$ cat src/rtl/lsu_lane_pkg.sv
package lsu_lane_pkg;
  typedef enum logic [1:0] {
    SZ_BYTE = 2'd0,
    SZ_HALF = 2'd1,
    SZ_WORD = 2'd2,
    SZ_RSVD = 2'd3
  } size_e;

  localparam int CAUSE_LOAD_MISALIGN  = 4;
  localparam int CAUSE_STORE_MISALIGN = 6;
endpackage

$ cat src/rtl/lsu_align_check.sv
module lsu_align_check
  import lsu_lane_pkg::*;
#(
  parameter int OFF_W = 2
) (
  input  size_e            size_i,
  input  logic [OFF_W-1:0] off_i,
  output logic             misaligned_o
);
  logic [OFF_W-1:0] low_mask;

  // natural alignment: low log2(size) offset bits must be zero
  always_comb begin
    unique case (size_i)
      SZ_BYTE: low_mask = '0;
      SZ_HALF: low_mask = OFF_W'(1);
      default: low_mask = '1;
    endcase
  end

  assign misaligned_o = |(off_i & low_mask);
endmodule

$ cat src/rtl/lsu_store_lanes.sv
module lsu_store_lanes
  import lsu_lane_pkg::*;
#(
  parameter int DATA_W = 32,
  localparam int LANES = DATA_W / 8,
  localparam int OFF_W = $clog2(LANES)
) (
  input  logic              en_i,
  input  size_e             size_i,
  input  logic [OFF_W-1:0]  off_i,
  input  logic [DATA_W-1:0] wdata_i,
  output logic [LANES-1:0]  strb_o,
  output logic [DATA_W-1:0] wdata_o
);
  logic [LANES-1:0] base;

  always_comb begin
    unique case (size_i)
      SZ_BYTE: base = LANES'(1);
      SZ_HALF: base = LANES'(3);
      default: base = '1;
    endcase
    strb_o = en_i ? (base << off_i) : '0;
  end

  for (genvar i = 0; i < LANES; i++) begin : g_lane
    always_comb begin
      unique case (size_i)
        SZ_BYTE: wdata_o[8*i +: 8] = wdata_i[7:0];
        SZ_HALF: wdata_o[8*i +: 8] = wdata_i[8*(i%2) +: 8];
        default: wdata_o[8*i +: 8] = wdata_i[8*i +: 8];
      endcase
    end
  end
endmodule

$ cat src/rtl/lsu_load_format.sv
module lsu_load_format
  import lsu_lane_pkg::*;
#(
  parameter int DATA_W = 32,
  localparam int LANES = DATA_W / 8,
  localparam int OFF_W = $clog2(LANES)
) (
  input  size_e             size_i,
  input  logic              unsigned_i,
  input  logic [OFF_W-1:0]  off_i,
  input  logic [DATA_W-1:0] rdata_i,
  output logic [DATA_W-1:0] result_o
);
  logic [DATA_W-1:0] shifted;
  logic              sbit;

  assign shifted = rdata_i >> {off_i, 3'b000};

  always_comb begin
    unique case (size_i)
      SZ_BYTE: begin
        sbit     = shifted[7] & ~unsigned_i;
        result_o = {{(DATA_W-8){sbit}}, shifted[7:0]};
      end
      SZ_HALF: begin
        sbit     = shifted[15] & ~unsigned_i;
        result_o = {{(DATA_W-16){sbit}}, shifted[15:0]};
      end
      default: begin
        sbit     = 1'b0;
        result_o = shifted;
      end
    endcase
  end
endmodule

$ cat src/rtl/lsu_lane_unit.sv
module lsu_lane_unit
  import lsu_lane_pkg::*;
#(
  parameter int ADDR_W  = 32,
  parameter int DATA_W  = 32,
  parameter int CAUSE_W = 5,
  localparam int LANES  = DATA_W / 8,
  localparam int OFF_W  = $clog2(LANES)
) (
  input  logic               clk_i,
  input  logic               rst_ni,
  input  logic               req_valid_i,
  input  logic [ADDR_W-1:0]  req_addr_i,
  input  logic [1:0]         req_size_i,
  input  logic               req_unsigned_i,
  input  logic               req_store_i,
  input  logic [DATA_W-1:0]  req_wdata_i,
  output logic               bus_valid_o,
  output logic [ADDR_W-1:0]  bus_addr_o,
  output logic               bus_we_o,
  output logic [LANES-1:0]   bus_strb_o,
  output logic [DATA_W-1:0]  bus_wdata_o,
  input  logic               bus_rvalid_i,
  input  logic [DATA_W-1:0]  bus_rdata_i,
  output logic               exc_valid_o,
  output logic [CAUSE_W-1:0] exc_cause_o,
  output logic [ADDR_W-1:0]  exc_tval_o,
  output logic               rd_we_o,
  output logic [DATA_W-1:0]  rd_data_o
);
  size_e            size;
  logic [OFF_W-1:0] off;
  logic             misaligned;
  logic             issue;
  logic [DATA_W-1:0] fmt_data;

  // pending load context
  logic             pend_q;
  size_e            pend_size_q;
  logic             pend_uns_q;
  logic [OFF_W-1:0] pend_off_q;

  assign size = size_e'(req_size_i);
  assign off  = req_addr_i[OFF_W-1:0];

  lsu_align_check #(.OFF_W(OFF_W)) u_align (
    .size_i       (size),
    .off_i        (off),
    .misaligned_o (misaligned)
  );

  assign issue       = req_valid_i & ~misaligned;
  assign exc_valid_o = req_valid_i & misaligned;
  assign exc_cause_o = !exc_valid_o ? '0 :
                       req_store_i  ? CAUSE_W'(CAUSE_STORE_MISALIGN) :
                                      CAUSE_W'(CAUSE_LOAD_MISALIGN);
  assign exc_tval_o  = exc_valid_o ? req_addr_i : '0;

  assign bus_valid_o = issue;
  assign bus_we_o    = issue & req_store_i;
  assign bus_addr_o  = {req_addr_i[ADDR_W-1:OFF_W], {OFF_W{1'b0}}};

  lsu_store_lanes #(.DATA_W(DATA_W)) u_lanes (
    .en_i    (bus_we_o),
    .size_i  (size),
    .off_i   (off),
    .wdata_i (req_wdata_i),
    .strb_o  (bus_strb_o),
    .wdata_o (bus_wdata_o)
  );

  always_ff @(posedge clk_i or negedge rst_ni) begin
    if (!rst_ni) begin
      pend_q      <= 1'b0;
      pend_size_q <= SZ_BYTE;
      pend_uns_q  <= 1'b0;
      pend_off_q  <= '0;
    end else if (issue && !req_store_i) begin
      pend_q      <= 1'b1;
      pend_size_q <= size;
      pend_uns_q  <= req_unsigned_i;
      pend_off_q  <= off;
    end else if (bus_rvalid_i) begin
      pend_q      <= 1'b0;
    end
  end

  lsu_load_format #(.DATA_W(DATA_W)) u_fmt (
    .size_i     (pend_size_q),
    .unsigned_i (pend_uns_q),
    .off_i      (pend_off_q),
    .rdata_i    (bus_rdata_i),
    .result_o   (fmt_data)
  );

  assign rd_we_o   = pend_q & bus_rvalid_i;
  assign rd_data_o = rd_we_o ? fmt_data : '0;

  // a trap issues no transfer and no strobe
  a_r3_trap_quiet: assert property (@(posedge clk_i) disable iff (!rst_ni)
    exc_valid_o |-> (!bus_valid_o && bus_strb_o == '0));

  // bus address always word aligned
  a_r5_addr_aligned: assert property (@(posedge clk_i) disable iff (!rst_ni)
    bus_valid_o |-> (bus_addr_o[OFF_W-1:0] == '0));

  // odd halfword offset must trap
  a_r1_half_odd_traps: assert property (@(posedge clk_i) disable iff (!rst_ni)
    (req_valid_i && req_size_i == 2'd1 && req_addr_i[0]) |-> exc_valid_o);

  // byte store drives exactly one lane
  a_r6_byte_one_lane: assert property (@(posedge clk_i) disable iff (!rst_ni)
    (bus_we_o && req_size_i == 2'd0) |-> ($countones(bus_strb_o) == 1));

  // response after an issued load writes the register
  a_r10_resp_writes: assert property (@(posedge clk_i) disable iff (!rst_ni)
    (bus_valid_o && !bus_we_o) |=> (rd_we_o == bus_rvalid_i));

  // trapped load with nothing outstanding never writes the register
  a_r4_trap_no_write: assert property (@(posedge clk_i) disable iff (!rst_ni)
    (exc_valid_o && !req_store_i && !pend_q) |=> !rd_we_o);

  // unsigned halfword result has zero upper half
  a_r9_uhalf_zero_ext: assert property (@(posedge clk_i) disable iff (!rst_ni)
    (rd_we_o && pend_size_q == SZ_HALF && pend_uns_q) |-> (rd_data_o[DATA_W-1:16] == '0));
endmodule

$ cat config.mk
export PLATFORM = sky130hd
export DESIGN_NAME = lsu_lane_unit
export DESIGN_NICKNAME = d
export VERILOG_FILES = /design/src/rtl/lsu_lane_pkg.sv /design/src/rtl/lsu_align_check.sv /design/src/rtl/lsu_store_lanes.sv /design/src/rtl/lsu_load_format.sv /design/src/rtl/lsu_lane_unit.sv
export SDC_FILE = /design/constraint.sdc
export NUM_CORES = 1
export LEC_CHECK = 0
export BUFFER_PORTS_ARGS = -buffer_cell sky130_fd_sc_hd__buf_4
export CORE_AREA = 2 2 96 98
export CTS_CLUSTER_DIAMETER = 50
export CTS_CLUSTER_SIZE = 12
export DETAILED_ROUTE_END_ITERATION = 7
export DIE_AREA = 0 0 98 100
export MAX_ROUTING_LAYER = met4
export PLACE_DENSITY = 0.66
export SLEW_MARGIN = 20
export SYNTH_ARGS = -nofsm -noshare
export SYNTH_HDL_FRONTEND = slang
export SYNTH_SLANG_ARGS = --single-unit
$ cat constraint.sdc
create_clock -name clk_i -period 2.15 [get_ports clk_i]
set_input_delay 0.43 -clock clk_i [delete_from_list [all_inputs] [get_ports clk_i]]
set_output_delay 0.43 -clock clk_i [all_outputs]
set_load 0.1 [all_outputs]
# --- Yosys cells after proc, flatten, opt, wreduce, memory -nomap -nowiden ---
# Cells that the tools add are included.
word_totals:
  reg_bits: 6
  word_cells: 37
  output_inout_bits: 141
classes:
  n_bitwise: 9
  muxes: 13
  shifts: 2
  n_reduce_logical: 7
  eq_ne: 2
ops:
  columns: ["op", "n"]
  rows:
  - ["$mux W32", 2]
  - ["$pmux W32 S2", 1]
  - ["$shr A32 B5 Y32", 1]
  - ["$mux W8", 2]
  - ["$pmux W8 S2", 1]
  - ["$pmux W4 S2", 1]
  - ["$and A1 B1 Y1", 6]
  - ["$eq A2 B1 Y1 const B", 2]
  - ["$logic_not A2 Y1", 2]
  - ["$mux W4", 1]
  - ["$pmux W2 S2", 1]
  - ["$reduce_or A2 Y1", 2]
  - ["$shl A4 B2 Y4", 1]
  - ["$mux W3", 1]
  - ["$and A2 B2 Y2", 1]
  - ["$mux W1", 2]
  - ["$mux W2", 1]
  - ["$not A1 Y1", 2]
  - ["$reduce_bool A2 Y1", 1]
  - ["$logic_and A1 B1 Y1", 1]
  - ["$logic_not A1 Y1", 1]

# --- Depth between registers and ports, before layout ---
# Gate-level depths: netlist (run 1).
logic_depth:
  ltp_word: 8
  mapped_depth: 6

# --- Hierarchy ---
# Synthesis (run 1) repeated with hierarchy kept, for this count alone.
hier_totals:
  hier_cells: 299
  area_unflattened_um2: 2268.4
modules_own_cells:
  columns: ["mod", "instances", "cells_each", "seq_area_each_um2", "area_each_um2"]
  rows:
  - ["lsu_lane_unit", 1, 132, 150.1, 987.2]
  - ["lsu_load_format", 1, 103, 0.0, 768.2]
  - ["lsu_store_lanes", 1, 61, 0.0, 500.5]
  - ["lsu_align_check", 1, 3, 0.0, 12.5]

# --- Worst setup path after synthesis (run 1) ---
# OpenSTA, ideal clock, no wires.
synth_path:
  kind: "input port to output port"
  from: "in req_size_i[1]"
  to: "out bus_strb_o[1]"
  setup_slack_ns: -2.238
  stages: 4
  t_arrival_ns: 3.958
  path_buffers: 2
  cell_sequence: "buf_2 buf_2 nor3_1 nor4b_1"
synth_between:
  elab_chain_cells: 8
  word_cells_on_any_way: 11
  cone_classes: "1 x eq/ne; 1 x shift; 3 x mux; 4 x bitwise; 2 x reduce/logical"
synth_lines:
  columns: ["element", "line_no", "source"]
  rows:
  - ["start, declared", "lsu_lane_unit.sv:14", "input logic [1:0] req_size_i,"]
  - ["$eq A2 B1 Y1 / $logic_not A2 Y1 (equally long branches)", "lsu_align_check.sv:14, lsu_store_lanes.sv:18", null]
  - ["$pmux W2 S2", "lsu_align_check.sv:14", "unique case (size_i)"]
  - ["$and A2 B2 Y2", "lsu_align_check.sv:21", "assign misaligned_o = |(off_i & low_mask);"]
  - ["$reduce_or A2 Y1", "lsu_align_check.sv:21", null]
  - ["$not A1 Y1", "lsu_lane_unit.sv:52", "assign issue = req_valid_i & ~misaligned;"]
  - ["$and A1 B1 Y1", "lsu_lane_unit.sv:52", null]
  - ["$and A1 B1 Y1", "lsu_lane_unit.sv:60", "assign bus_we_o = issue & req_store_i;"]
  - ["$mux W4 (*)", "lsu_store_lanes.sv:23", "strb_o = en_i ? (base << off_i) : '0;"]
  - ["end, declared", "lsu_lane_unit.sv:21", "output logic [LANES-1:0] bus_strb_o,"]
# Mark *: on every way between the ends. The rest lies on a longest branch, timed or not.

# --- Worst setup path after layout (run 1) ---
layout_path:
  from: "reg pend_off_q[1]"
  to: "out rd_data_o[25]"
layout_between:
  elab_chain_cells: 4
  word_cells_on_any_way: 5
  cone_classes: "1 x shift; 2 x mux; 2 x bitwise"
layout_lines:
  columns: ["element", "line_no", "source"]
  rows:
  - ["start, declared", "lsu_lane_unit.sv:41", "logic [OFF_W-1:0] pend_off_q;"]
  - ["start signal, assigned", "lsu_lane_unit.sv:77", "pend_off_q <= '0;"]
  - ["start signal, assigned", "lsu_lane_unit.sv:82", "pend_off_q <= off;"]
  - ["$shr A32 B5 Y32 (*)", "lsu_load_format.sv:17", "assign shifted = rdata_i >> {off_i, 3'b000};"]
  - ["$and A1 B1 Y1, on equally long branches", "lsu_load_format.sv:26, lsu_load_format.sv:22", null]
  - ["$pmux W32 S2 (*)", "lsu_load_format.sv:20", "unique case (size_i)"]
  - ["$mux W32 (*)", "lsu_lane_unit.sv:97", "assign rd_data_o = rd_we_o ? fmt_data : '0;"]
  - ["end, declared", "lsu_lane_unit.sv:29", "output logic [DATA_W-1:0] rd_data_o"]
# Marks and branches as above.

==> impl_metrics.toml, run 1 <==
[grt]
track_usage = 0.1758
grt_pass1_vias = 2852
overflow = 0
grt_antenna_before_repair = 0
grt_max_degree = 36
grt_pass1_wl_microns = 13930

[final_layout]
area_growth_pct = 144.3
layout-drive-gt1-share = 0.8495
design_area_sq_mm = 0.005016
final_core_util = 0.5643
layout.nets = 590
final_cell_mix = "buf_4, buf_12, mux2_2, and2_2, nand2_1"
layout_commonest_cell = "buf_4"
antenna_cells = 0

[route]
dr.pass1.iters = 4
wirelength_microns = 9124
dr_total_vias = 2778
drt-vias-per-instance = 4.661
ant_nets = 0
drt_iter0_markers = 45
drc = 0
wl_per_cell_microns = 15.31

[worst_setup_path]
critPathRequiredTime_ns = 1.72
crit_type = "reg2out"
path_cells = "mux2_4 -> a221oi_4 -> buf_4 -> buf_12 -> o2bb2ai_4 -> buf_12"
critPathMaxStageDelay_ns = 0.45
path_max_fanout = 8
path_common_cell = "buf_12"
crit_path_top_delay_cell = "dfrtp_2"
startpoint_type = "register"
critPathArrivalTime_ns = 1.86
crit_path_end_kind = "primary output"

[clock_network]
cts.sinks = 6
cts-root-buf = "clkbuf_8"
cts_buffers = 3
clk_pin_slew_ns = 0.04
tritoncts = "done"
htreeDepth = 1
clk_latency_ns = 0.22
cts.path.max_buffers = 2
cts_hold_buf = 0

[placed_design]
placed_area_sq_mm = 0.004444
place_congestion = 0.8280
numPortBuffers = 239
place_hpwl_microns = 7493

[timing]
setup_viol_count_final = 24
fin_crit_sh = 1.067
min_period_ns = 2.293
finClkSkew_ns = 0
final_hold_viol_count = 0
final_max_slew_viol_count = 0
clock.fmax_mhz = 436.1
rsz0062_at_grt = "yes"
worst_slack_ns = -0.1433

[floorplan]
coreArea_sq_mm = 0.008890
die-area_sq_mm = 0.009800
ios = 245
rows = 35
initial_core_util = 0.2310
die_x_microns = 98
die-height_microns = 100

[pwr]
sequentialPowerShare = 0.055
comb_power_share = 0.889
p_int_mw = 1.244
p_leak_nw = 2.324
p_sw_frac = 0.6079
switchingPower_mw = 1.929
ir_worst_vdd_uv = 275.8
power_density_mw_per_mm2 = 632.7
clockPowerShare = 0.056

[status]
violations = "negative setup slack"
status = "complete, but fails checks"

[synth]
synth_area_leaders = "mux2_2, buf_4, and2_1, dfrtp_1, mux2i_1"
yosys.area.top_type = "mux2_2"
ys_ff_latch = 6
synth_flop_cell = "dfrtp_1"
synth_warnings = 0
synth_edf_count = 0
yosys.cell_types.count = 39
syn_area_per_cell_sq_um = 7.777
synth_area_sq_mm = 0.002053
async_flop_share = 1.000
synth_top_area_frac = 0.2084
syn-instance-count = 264
yosysSeqAreaShare = 0.07313

[job]
maxCapViolations = 0

[min_path]
worstHoldPathType = "in2async"
==> power groups by stage <==
stage	sequential [mW]	clock [mW]	combinational (mW)
after floorplan	0.160	0	2.00
final	0.175	0.177	2.82
after global routing	0.181	0.189	2.92
after global placement	0.172	0	2.54
after detailed placement	0.175	0	2.56
after CTS	0.175	0.183	2.76
==> flip-flops by register name (all words and copies together) (netlist names) <==
signal       cells
pend_off_q       2
pend_size_q      2
pend_q           1
pend_uns_q       1
==> what timing repair did <==
item                       4_1_cts  5_1_grt
gates cloned                     1        0
setup endpoints to repair       32       33
resized for setup               69       37
pin swaps                       12        7
buffers inserted                 6        3
==> worst paths after layout <==
path	from	slack (ns)	cells past startpoint	to
worst min-delay path	rst_ni	0.005	1	pend_q$_DFFE_PN0P_
worst max-delay path	pend_off_q[1]$_DFFE_PN0P_	-0.14	6	rd_data_o[25]
min in group clk_i	req_unsigned_i	0.44	2	pend_uns_q$_DFFE_PN0P_
worst max register to register	pend_off_q[1]$_DFFE_PN0P_	1.17	2	pend_off_q[1]$_DFFE_PN0P_
worst min register to register	pend_uns_q$_DFFE_PN0P_	0.54	1	pend_uns_q$_DFFE_PN0P_
max in group asynchronous	rst_ni	2.02	1	pend_off_q[1]$_DFFE_PN0P_
==> worst max-delay path, delay by kind of cell (launching register included) <==
family,cells,cell delay [ns]
multiplexers,1,0.34
flip-flops,1,0.45
AO/OA/AOI/OAI,2,0.37
buffers and inverters,3,0.48
==> layout make-up <==
class                           instances  area [sq um]
Clock buffer                            4         45.04
Fill cell                             753          3874
Inverter                                4         15.01
Multi-Input combinational cell        194          2100
Sequential cell                         6         152.6
Tap cell                              111         138.9
Timing Repair Buffer                  277          2565
==> metal layers <==
layer | vias to the layer above | global-route usage | part of all wire
met2 | 144 | 0.3161 | 0.54
li1 | 1321 | - | -
met3 | 12 | 0.02298 | 0.067
met1 | 1301 | 0.2115 | 0.38
met5 | - | - | 0
met4 | 0 | 0.03632 | 0.016
==> cells in the mapped netlist (2+ instances only) <==
cell type,n
nor2b_1,2
a211oi_1,7
buf_6,3
o21ai_0,17
mux2_2,38
clkbuf_1,6
nor2_1,10
o2bb2ai_1,8
mux2i_1,15
and2_1,33
a221oi_1,8
nor3_1,11
dfrtp_1,6
nand2_1,19
and4b_1,2
inv_1,4
buf_4,44
buf_2,10
==> metrics by stage <==
stage	total power, mW	setup TNS, ns	hold WS (ns)	std cells	setup WS, ns
after floorplan	2.158	-4.468	0.1344	268	-0.4469
after global placement	2.710	-1.495	0.2393	583	-0.1439
after detailed placement	2.732	-2.294	0.2413	583	-0.2075
after CTS	3.120	-3.392	0.001688	594	-0.1605
after global routing	3.294	-4.634	0.005648	596	-0.2195
final	3.174	-3.002	0.005097	596	-0.1433
==> kinds of logic (layout without fill, tap and decap cells) <==
| group | Yosys count | in the layout | share of synthesized area |
|---|---|---|---|
| flip-flops | 6 | 6 | 0.07312 |
| buffers and inverters | 68 | 285 | 0.2218 |
| AO/OA/AOI/OAI | 46 | 46 | 0.1731 |
| XOR/XNOR | 2 | 2 | 0.008533 |
| multiplexers | 54 | 54 | 0.2925 |
| other | 1 | 5 | 0.001826 |
| AND/OR/NAND/NOR | 87 | 87 | 0.2291 |
No activity file was read; power rests on OpenSTA's default activity.
==> run 2: changes to the inputs <==
Settings changed: PLACE_DENSITY 0.66 to not set, PLACE_DENSITY_LB_ADDON set to 0.15.
==> run 2 against run 1 <==
The flow still finishes with violations (negative setup slack). Largest cell class unchanged. Highest routed layer unchanged. Combinational power is 2% lower. Sequential share of layout area grew 0.071 points. Core utilization fell by 0.83 points.
==> impl_metrics.toml, run 2 (synthesis gave the netlist of run 1 again) <==
[final_layout]
final_cell_mix = "buf_4, mux2_2, buf_12, and2_2, nand2_1"
layout_commonest_cell = "buf_4"
antenna_cells = 0
design_area_sq_mm = 0.004942
layout.nets = 593
area_growth_pct = 140.7
biggestRegsByFlops = "pend_off_q (2), pend_size_q (2)"
layout-drive-gt1-share = 0.8402

[grt]
grt_antenna_before_repair = 0
grt_pass1_vias = 2926
overflow = 0
track_usage = 0.1827
grt_max_degree = 27
grt_pass1_wl_microns = 14310

[job]
maxCapViolations = 0

[status]
status = "complete, but fails checks"
violations = "negative setup slack"

[floorplan]
die-area_sq_mm = 0.009800
ios = 245
die_x_microns = 98
coreArea_sq_mm = 0.008890
rows = 35
initial_core_util = 0.2310
die-height_microns = 100

[placed_design]
place_hpwl_microns = 7811
place_congestion = 0.7706
numPortBuffers = 239
placed_area_sq_mm = 0.004492
dpl_worst_slack_ns = -0.03333

[timing]
finClkSkew_ns = 0
min_period_ns = 2.289
final_hold_viol_count = 0
fin_crit_sh = 1.065
setup_viol_count_final = 24
rsz0062_at_grt = "yes"
worst_slack_ns = -0.1390
final_max_slew_viol_count = 0
clock.fmax_mhz = 436.9

[pwr]
p_leak_nw = 2.305
ir_worst_vdd_uv = 308.9
power_density_mw_per_mm2 = 629.8

[clock_network]
clk_latency_ns = 0.22
cts_buffers = 3
cts.path.max_buffers = 2
tritoncts = "done"
htreeDepth = 1
cts-root-buf = "clkbuf_8"
cts.sinks = 6
clk_pin_slew_ns = 0.04

[route]
drt_iter0_markers = 55
dr_total_vias = 2773
wl_per_cell_microns = 15.62
dr.pass1.iters = 4
wirelength_microns = 9356
drc = 0
drt-vias-per-instance = 4.629
ant_nets = 0

[worst_setup_path]
crit_path_end_kind = "primary output"
crit_type = "reg2out"
critPathArrivalTime_ns = 1.86
startpoint_type = "register"
critPathRequiredTime_ns = 1.72
path_max_fanout = 8

[min_path]
worstHoldPathType = "in2reg"
[run 2: changes by cell type in the layout (fill, tap and decap cells not counted), sizes merged]
| cell | before | now |
|---|---|---|
| buf | 277 | 279 |
| dlygate4sd3 | 0 | 1 |
[run 2: worst max-delay path, cell delays in order (launching register included)]
cell      delay (ns)
dfrtp_2         0.45
buf_4           0.18
and4b_1         0.30
a221oi_4        0.05
buf_4           0.15
buf_12          0.15
o21ai_4         0.17
buf_12          0.19
[run 2: timing repair]
item / 4_1_cts / 5_1_grt
cloned: 1 / 0
hold endpoints to repair: 0 / 3
pin swaps: 9 / 1
setup endpoints to repair: 31 / 31
buffers inserted: 2 / 1
resized for setup: 74 / 20
hold buffers: 0 / 1
[run 2: path summary, 6_finish.rpt]
kind	start	endpoint	slack, ns	depth (start not counted)
max	pend_off_q[1]$_DFFE_PN0P_	rd_data_o[22]	-0.14	7
min	req_unsigned_i	pend_uns_q$_DFFE_PN0P_	0.44	2
max reg2reg	pend_off_q[1]$_DFFE_PN0P_	pend_off_q[1]$_DFFE_PN0P_	1.15	2
min reg2reg	pend_uns_q$_DFFE_PN0P_	pend_uns_q$_DFFE_PN0P_	0.54	1
max in group asynchronous	rst_ni	pend_off_q[1]$_DFFE_PN0P_	1.45	2
min in group asynchronous	rst_ni	pend_uns_q$_DFFE_PN0P_	0.56	2
[run 2: metal layers]
metal / part of all wire / global-route usage / wire length, microns / vias to the layer above
met2: 0.53 / 0.3293 / 4937 / 129
met1: 0.40 / 0.2182 / 3733 / 1307
met5: 0 / - / 0 / -
li1: - / - / - / 1329
met3: 0.065 / 0.03343 / 604 / 8
met4: 0.0086 / 0.02564 / 80 / 0
[run 2: through the flow]
stage / setup TNS [ns] / instances / hold WS [ns] / utilization / power [mW]
after floorplan: -4.468 / 268 / 0.1344 / - / 2.158
after global placement: -0.09443 / 591 / 0.2407 / 0.5053 / 2.737
after detailed placement: -0.2506 / 591 / 0.2438 / 0.5053 / 2.757
after CTS: -3.156 / 598 / 0.004203 / 0.5492 / 3.111
after global routing: -4.348 / 599 / 0.4425 / 0.5559 / 3.240
final: -2.690 / 599 / 0.4367 / 0.5559 / 3.113
[run 2: final cells by class]
cell class	instances	area (sq um)
Tap cell	111	138.9
Sequential cell	6	153.9
Clock buffer	4	45.04
Inverter	4	17.52
Fill cell	786	3948
Multi-Input combinational cell	194	2063
Timing Repair Buffer	280	2524
[run 2: power breakdown]
group	leakage, nW	switching (mW)	internal, mW
Clock	0.0228	0.0523	0.128
Combinational	2.21	1.82	0.932
Sequential	0.0688	0.0409	0.138
Total	2.30	1.91	1.20
